`config.mk`:
```
export PLATFORM = sky130hd
export DESIGN_NAME = acc_test_target
export DESIGN_NICKNAME = d
export VERILOG_FILES = /design/src/rtl/acc_test_pkg.sv /design/src/rtl/acc_test_table.sv /design/src/rtl/acc_write_matcher.sv /design/src/rtl/acc_hit_counter.sv /design/src/rtl/acc_read_mux.sv /design/src/rtl/acc_test_target.sv
export SDC_FILE = /design/constraint.sdc
export NUM_CORES = 1
export LEC_CHECK = 0
export ABC_CLOCK_PERIOD_IN_PS = 2700
export BUFFER_PORTS_ARGS = -buffer_cell sky130_fd_sc_hd__buf_2
export CORE_MARGIN = 8
export CORE_UTILIZATION = 50
export CTS_BUF_LIST = sky130_fd_sc_hd__clkbuf_4 sky130_fd_sc_hd__clkbuf_8
export DETAILED_ROUTE_END_ITERATION = 10
export GPL_TIMING_DRIVEN = 0
export MAX_ROUTING_LAYER = met4
export PLACE_DENSITY = 0.81
export REMOVE_ABC_BUFFERS = 1
export SLEW_MARGIN = 0
export SYNTH_ARGS = -nofsm -noshare
export SYNTH_HDL_FRONTEND = slang
export SYNTH_SLANG_ARGS = --single-unit
```
`constraint.sdc`:
```
create_clock -name clk_i -period 2.7 [get_ports clk_i]
set_input_delay 0.135 -clock clk_i [delete_from_list [all_inputs] [get_ports clk_i]]
set_output_delay 0.135 -clock clk_i [all_outputs]
set_load 0.02 [all_outputs]
```
`src/rtl/acc_test_pkg.sv`:
```
package acc_test_pkg;
  localparam int unsigned DATA_W    = 32;
  localparam int unsigned LANES     = DATA_W / 8;
  localparam int unsigned NUM_TESTS = 3;
  localparam int unsigned NAME_LEN  = 8;
  localparam int unsigned NAME_WORD = 4;                      // first word of name
  localparam int unsigned NAME_WRDS = (NAME_LEN + 1 + LANES - 1) / LANES;

  typedef struct packed {
    logic [7:0]        width;
    logic [DATA_W-1:0] offset;
    logic [DATA_W-1:0] data;
  } test_desc_t;

  function automatic test_desc_t test_desc(input logic [7:0] sel);
    test_desc_t d;
    d = '0;
    case (sel)
      8'd0: begin d.width = 8'd1; d.offset = 32'h0000_0103; d.data = 32'h0000_005A; end
      8'd1: begin d.width = 8'd2; d.offset = 32'h0000_0202; d.data = 32'h0000_A55A; end
      8'd2: begin d.width = 8'd4; d.offset = 32'h0000_0300; d.data = 32'hC3A5_9612; end
      default: d = '0;
    endcase
    return d;
  endfunction

  function automatic logic [7:0] name_char(input int unsigned idx);
    case (idx)
      0: return 8'h77;  // w
      1: return 8'h72;  // r
      2: return 8'h2D;  // -
      3: return 8'h70;  // p
      4: return 8'h72;  // r
      5: return 8'h6F;  // o
      6: return 8'h62;  // b
      7: return 8'h65;  // e
      default: return 8'h00;
    endcase
  endfunction
endpackage

```
`src/rtl/acc_test_table.sv`:
```
module acc_test_table
  import acc_test_pkg::*;
(
  input  logic [7:0]        sel_i,
  output logic [7:0]        width_o,
  output logic [DATA_W-1:0] offset_o,
  output logic [DATA_W-1:0] data_o,
  output logic [LANES-1:0]  lane_mask_o,
  output logic [DATA_W-1:0] lane_data_o
);
  test_desc_t desc;
  logic [1:0] sub;

  always_comb begin
    desc        = test_desc(sel_i);
    width_o     = desc.width;
    offset_o    = desc.offset;
    data_o      = desc.data;
    sub         = desc.offset[1:0];
    case (desc.width)
      8'd1:    lane_mask_o = LANES'(4'b0001) << sub;
      8'd2:    lane_mask_o = LANES'(4'b0011) << sub;
      8'd4:    lane_mask_o = LANES'(4'b1111);
      default: lane_mask_o = '0;
    endcase
    lane_data_o = desc.data << {sub, 3'b000};
  end
endmodule

```
`src/rtl/acc_write_matcher.sv`:
```
module acc_write_matcher
  import acc_test_pkg::*;
#(
  parameter int unsigned ADDR_W = 12
) (
  input  logic                we_i,
  input  logic [ADDR_W-1:2]   word_i,
  input  logic [LANES-1:0]    be_i,
  input  logic [DATA_W-1:0]   wdata_i,
  input  logic [DATA_W-1:0]   offset_i,
  input  logic [LANES-1:0]    lane_mask_i,
  input  logic [DATA_W-1:0]   lane_data_i,
  output logic                hit_o
);
  logic [DATA_W-1:0] bit_mask;
  logic              addr_ok, be_ok, data_ok;

  for (genvar l = 0; l < LANES; l++) begin : g_lane
    assign bit_mask[8*l +: 8] = {8{lane_mask_i[l]}};
  end

  always_comb begin
    addr_ok = (word_i == offset_i[ADDR_W-1:2]) && (offset_i[DATA_W-1:ADDR_W] == '0);
    be_ok   = (lane_mask_i != '0) && (be_i == lane_mask_i);
    data_ok = ((wdata_i ^ lane_data_i) & bit_mask) == '0;
    hit_o   = we_i && addr_ok && be_ok && data_ok;
  end
endmodule

```
`src/rtl/acc_hit_counter.sv`:
```
module acc_hit_counter #(
  parameter int unsigned CNT_W = 32
) (
  input  logic             clk_i,
  input  logic             rst_ni,
  input  logic             clr_i,
  input  logic             hit_i,
  output logic [CNT_W-1:0] cnt_o
);
  localparam logic [CNT_W-1:0] CNT_MAX = '1;

  always_ff @(posedge clk_i or negedge rst_ni) begin
    if (!rst_ni)                         cnt_o <= '0;
    else if (clr_i)                      cnt_o <= '0;
    else if (hit_i && cnt_o != CNT_MAX)  cnt_o <= cnt_o + 1'b1;
  end
endmodule

```
`src/rtl/acc_read_mux.sv`:
```
module acc_read_mux
  import acc_test_pkg::*;
#(
  parameter int unsigned ADDR_W = 12,
  parameter int unsigned CNT_W  = 32
) (
  input  logic [ADDR_W-1:2]  word_i,
  input  logic [7:0]         width_i,
  input  logic [DATA_W-1:0]  offset_i,
  input  logic [DATA_W-1:0]  data_i,
  input  logic [CNT_W-1:0]   cnt_i,
  output logic [DATA_W-1:0]  rdata_o
);
  localparam int unsigned WORD_W = ADDR_W - 2;

  int unsigned widx;

  always_comb begin
    widx    = int'(word_i);
    rdata_o = '0;
    if (widx == 0)      rdata_o = {16'h0000, width_i, 8'h00};
    else if (widx == 1) rdata_o = offset_i;
    else if (widx == 2) rdata_o = data_i;
    else if (widx == 3) rdata_o = DATA_W'(cnt_i);
    else if (widx >= NAME_WORD && widx < NAME_WORD + NAME_WRDS) begin
      for (int b = 0; b < LANES; b++)
        rdata_o[8*b +: 8] = name_char((widx - NAME_WORD) * LANES + b);
    end
  end
endmodule

```
`src/rtl/acc_test_target.sv`:
```
module acc_test_target
  import acc_test_pkg::*;
#(
  parameter int unsigned ADDR_W = 12,
  parameter int unsigned CNT_W  = 32
) (
  input  logic              clk_i,
  input  logic              rst_ni,
  input  logic              we_i,
  input  logic              re_i,
  input  logic [ADDR_W-1:0] addr_i,
  input  logic [3:0]        be_i,
  input  logic [31:0]       wdata_i,
  output logic [31:0]       rdata_o
);
  logic [7:0]        sel_q;
  logic [7:0]        width;
  logic [DATA_W-1:0] offset, data, lane_data;
  logic [LANES-1:0]  lane_mask;
  logic              sel_wr, hit;
  logic [CNT_W-1:0]  cnt_q;
  logic [DATA_W-1:0] rd_mux;
  logic [ADDR_W-1:2] word;

  assign word   = addr_i[ADDR_W-1:2];
  assign sel_wr = we_i && (word == '0) && be_i[0];

  always_ff @(posedge clk_i or negedge rst_ni) begin
    if (!rst_ni)     sel_q <= 8'd0;
    else if (sel_wr) sel_q <= wdata_i[7:0];
  end

  acc_test_table u_table (
    .sel_i       (sel_q),
    .width_o     (width),
    .offset_o    (offset),
    .data_o      (data),
    .lane_mask_o (lane_mask),
    .lane_data_o (lane_data)
  );

  acc_write_matcher #(.ADDR_W(ADDR_W)) u_match (
    .we_i        (we_i),
    .word_i      (word),
    .be_i        (be_i),
    .wdata_i     (wdata_i),
    .offset_i    (offset),
    .lane_mask_i (lane_mask),
    .lane_data_i (lane_data),
    .hit_o       (hit)
  );

  acc_hit_counter #(.CNT_W(CNT_W)) u_cnt (
    .clk_i  (clk_i),
    .rst_ni (rst_ni),
    .clr_i  (sel_wr),
    .hit_i  (hit),
    .cnt_o  (cnt_q)
  );

  acc_read_mux #(.ADDR_W(ADDR_W), .CNT_W(CNT_W)) u_rmux (
    .word_i   (word),
    .width_i  (width),
    .offset_i (offset),
    .data_i   (data),
    .cnt_i    (cnt_q),
    .rdata_o  (rd_mux)
  );

  always_ff @(posedge clk_i or negedge rst_ni) begin
    if (!rst_ni)   rdata_o <= '0;
    else if (re_i) rdata_o <= rd_mux;
  end
endmodule

```
==> impl_results.md <==
* Finished Cell Area at 0.00555 sq mm
* ANT cells at 0
* Clock sinks at 72
* Worst-path clk slew at 80 ps
* Worst hold slack at between 1.5 and 2 ps
* Final Power at ~2.3 mW
* Worst ir drop on vdd at between 0.2 and 0.3 mV
* Worst endpoint data arrival time at ~3100 ps
* CP Launch Type: flop
* Relative slew slack at 0.318
* Least-Margin Pin Slew at ~1000 ps
* Synth Area per Inst at just over 8 sq um
* Dpl cell area at roughly 0.0047 sq mm
* Hold_sp: wdata_i[0]
* Clk_skew at 10.1 ps
* Yosys cell types at 50
* Cell Area, Synth at between 0.004 and 0.005 sq mm
* CTS buffer count at 9
* Synth top area share at 0.426
* Crit Path Max Fanout at 6
* 1st-pass router iterations at 5
* Failing checks: negative setup slack
* End point of the worst hold path: sel_q[0]$_DFFE_PN0P_
* Drt wl/cell at around 20 um
* Status: finished with violations
* Fmax at ~350 MHz
* Synth Register Bits at ~70
* Post-Route WL at roughly 15 mm
* Fillers at approximately 640
* Reg2reg end: u_cnt.cnt_o[23]$_DFFE_PN0P_
* Via count at ~4800
* Max-cap violation count at 0
* Critical Path Most Common Cell: or4_4
* Post-DRT Antenna Nets at 0
* First-pass GRT wire length at between 20 and 25 mm
* PwrDens at between 400 and 500 mW/mm^2
* Standard-cell rows at 33
* Clk root buf: clkbuf_8
* Cells after synthesis at ~510
* Io pins at 84
* Top post-synthesis cells by area: dfrtp_1, nand2_1, a21oi_1, o22ai_1, or4_1
* Critical path cell sequence: buf_2 -> nand2b_1 -> a41oi_1 -> or4_4 -> buf_12 -> or4_4 -> buf_4 -> o41ai_2 -> a21oi_1
* Core ar. at slightly above 0.008 sq mm
* Final Critical Period at around 2900 ps
* Path depth of the worst reg2reg path at 9
* Tcrit/Tclk final at 1.06
* Crit Path Class: flop to flop
* R2R setup slack at -160 ps
* Max-slew violations at 0
* Die width at about 110 um
* Largest net degree at the start of global routing at 73
* Clk_lat worst skew at ~360 ps
* Post-synth top flop: dfrtp_1
* Port bufs at between 80 and 90
* DR DRC count at 0
* Final Hold Viols at 0
* Leak at 2.49 nW
* Die Area at approximately 0.012 sq mm
* Synth warn at 0
* EDFF count, synth at 0
* Finished Core Util at 0.675
* Final setup fails at 29
* Global route total overflow at 0
* FF-to-FF Start: sel_q[0]$_DFFE_PN0P_
* CTS tree: built
* GR Util All Layers at 0.235
* Clock Path Buffers at 2
* Die height at 108 um
* RSZ-0062 raised after global routing: yes
* Critical Path Max Stage Delay at about 610 ps
* CP required at between 2000 and 3000 ps
* Layout area overhead at 31.2%
* Share of cells above drive strength 1 at 0.298
* Final #Nets at approximately 670
* Placer Congestion at about 0.90
* Hold Path Class: input pin to flop
* Synth area leader: dfrtp_1
* Hold Path Cell Cnt at 3
* Final worst slack at -157 ps
* Sequential fraction of the synthesis area at 0.426
* Initial antenna violation count at 0
* Htree depth at 3
* Initial Util at 0.515
* CP max-delay cell: or4_4
* Vias per cell at roughly 6.6
* Async SR Flop Fraction at 1.00
* Setup TNS Final at -2100 ps
* Iter 0 DRT Violations at slightly below 500
* Vias in the first global route at roughly 4400
* Critical Path End Type: flop
* Detailed placement HPWL at approximately 8.6 mm
[cells in the final DEF (no fill, tap or decap), drive strengths merged, types with 7 or more instances in the layout]
| master | netlist | final |
|---|---|---|
| o41ai | 9 | 9 |
| nor2 | 32 | 32 |
| or4 | 21 | 26 |
| clkbuf | 27 | 12 |
| buf | 6 | 115 |
| nand3 | 20 | 20 |
| o21ai | 26 | 26 |
| nand2 | 66 | 66 |
| inv | 34 | 34 |
| and3 | 8 | 8 |
| nand3b | 9 | 9 |
| dlygate4sd3 | 0 | 7 |
| or3 | 18 | 18 |
| a21oi | 43 | 43 |
| nand4 | 19 | 19 |
| o22ai | 25 | 25 |
| nor3 | 16 | 16 |
| dfrtp | 72 | 72 |
[critical path, delay by kind of cell, from the launching register on]
family	cells	cell delay [ps]
and+or+nand+nor	3	1380
buffers and inverters	3	530
DFF	1	420
AOI/OAI and AO/OA	3	350
[cell type report]
cell class,instances,area [sq um],area share
repair buffers,122,776,0.140
clock buffers,12,159,0.0286
multi-input cells,378,2480,0.448
well taps,105,131,0.0237
inverters,34,128,0.0230
clock inverters,3,65.1,0.0117
flip-flops and latches,72,1800,0.325
[report_power, final]
group / switching (mW) / internal [mW]
logic: 0.121 / 0.0708
clock network: 0.411 / 0.575
registers: 0.00414 / 1.08
total: 0.535 / 1.73
[registers in the layout (all words and copies together), names as in the netlist]
signal and count:
rdata_o 32, sel_q 8, u_cnt.cnt_o 32
[worst max-delay path by stage]
stage,startpoint,endpoint,depth (start not counted)
after floorplan,sel_q[3]$_DFFE_PN0P_,u_cnt.cnt_o[4]$_DFFE_PN0P_,6
after global placement,sel_q[3]$_DFFE_PN0P_,u_cnt.cnt_o[4]$_DFFE_PN0P_,7
after detailed placement,sel_q[3]$_DFFE_PN0P_,u_cnt.cnt_o[6]$_DFFE_PN0P_,7
after CTS,sel_q[6]$_DFFE_PN0P_,u_cnt.cnt_o[19]$_DFFE_PN0P_,8
after global routing,sel_q[0]$_DFFE_PN0P_,u_cnt.cnt_o[23]$_DFFE_PN0P_,9
final,sel_q[0]$_DFFE_PN0P_,u_cnt.cnt_o[23]$_DFFE_PN0P_,9
[synth_stat cells (2+ instances only)]
cell type and count:
ha_1 3, xor2_1 2, o21ai_0 25, buf_2 2, o22ai_1 25, buf_1 3, or3_1 18, o211ai_1 5
or4_1 20, nor2b_1 3, nor4_1 4, dfrtp_1 72, nand2b_1 3, nand3b_1 9, mux2i_1 6, nor2_1 32
inv_1 34, a31oi_1 5, nor4b_1 3, nand4_1 18, and2_1 3, o31ai_1 5, and3_1 8, mux2_2 4
nand2_1 65, clkbuf_1 27, o41ai_1 9, nor3_1 16, a21oi_1 43, nand3_1 20
[metrics by stage]
stage	instances	worst slack [ps]
finish	726	-157
CTS	701	-181
global route	726	-175
detailed placement	667	-489
global placement	665	-1080
floorplan	479	-136
[routing by layer]
layer | track usage | share of wire | vias up
li1 | - | - | 2106
met1 | 0.288 | 0.39 | 2282
met2 | 0.369 | 0.48 | 341
met3 | 0.0458 | 0.092 | 74
met4 | 0.101 | 0.045 | 0
met5 | - | 0 | -
[logic make-up (layout without fill, tap and decap cells)]
| group | after synthesis | in the layout | share of synthesized area |
|---|---|---|---|
| buf+inv | 67 | 171 | 0.0618 |
| mux | 10 | 10 | 0.0249 |
| flops | 72 | 72 | 0.426 |
| xor+xnor | 2 | 2 | 0.00414 |
| simple gates | 230 | 235 | 0.291 |
| compound gates | 128 | 128 | 0.183 |
| fa+ha+maj | 3 | 3 | 0.00888 |
[repair_timing]
item | in CTS | in global routing
pin swaps | 31 | 18
resized for setup | 23 | 46
hold endpoints to repair | 78 | 0
cloned | 2 | 3
hold buffers | 7 | 0
buffers inserted | 10 | 22
endpoints found under the setup margin | 31 | 32
No activity file was read; power rests on OpenSTA's default activity.
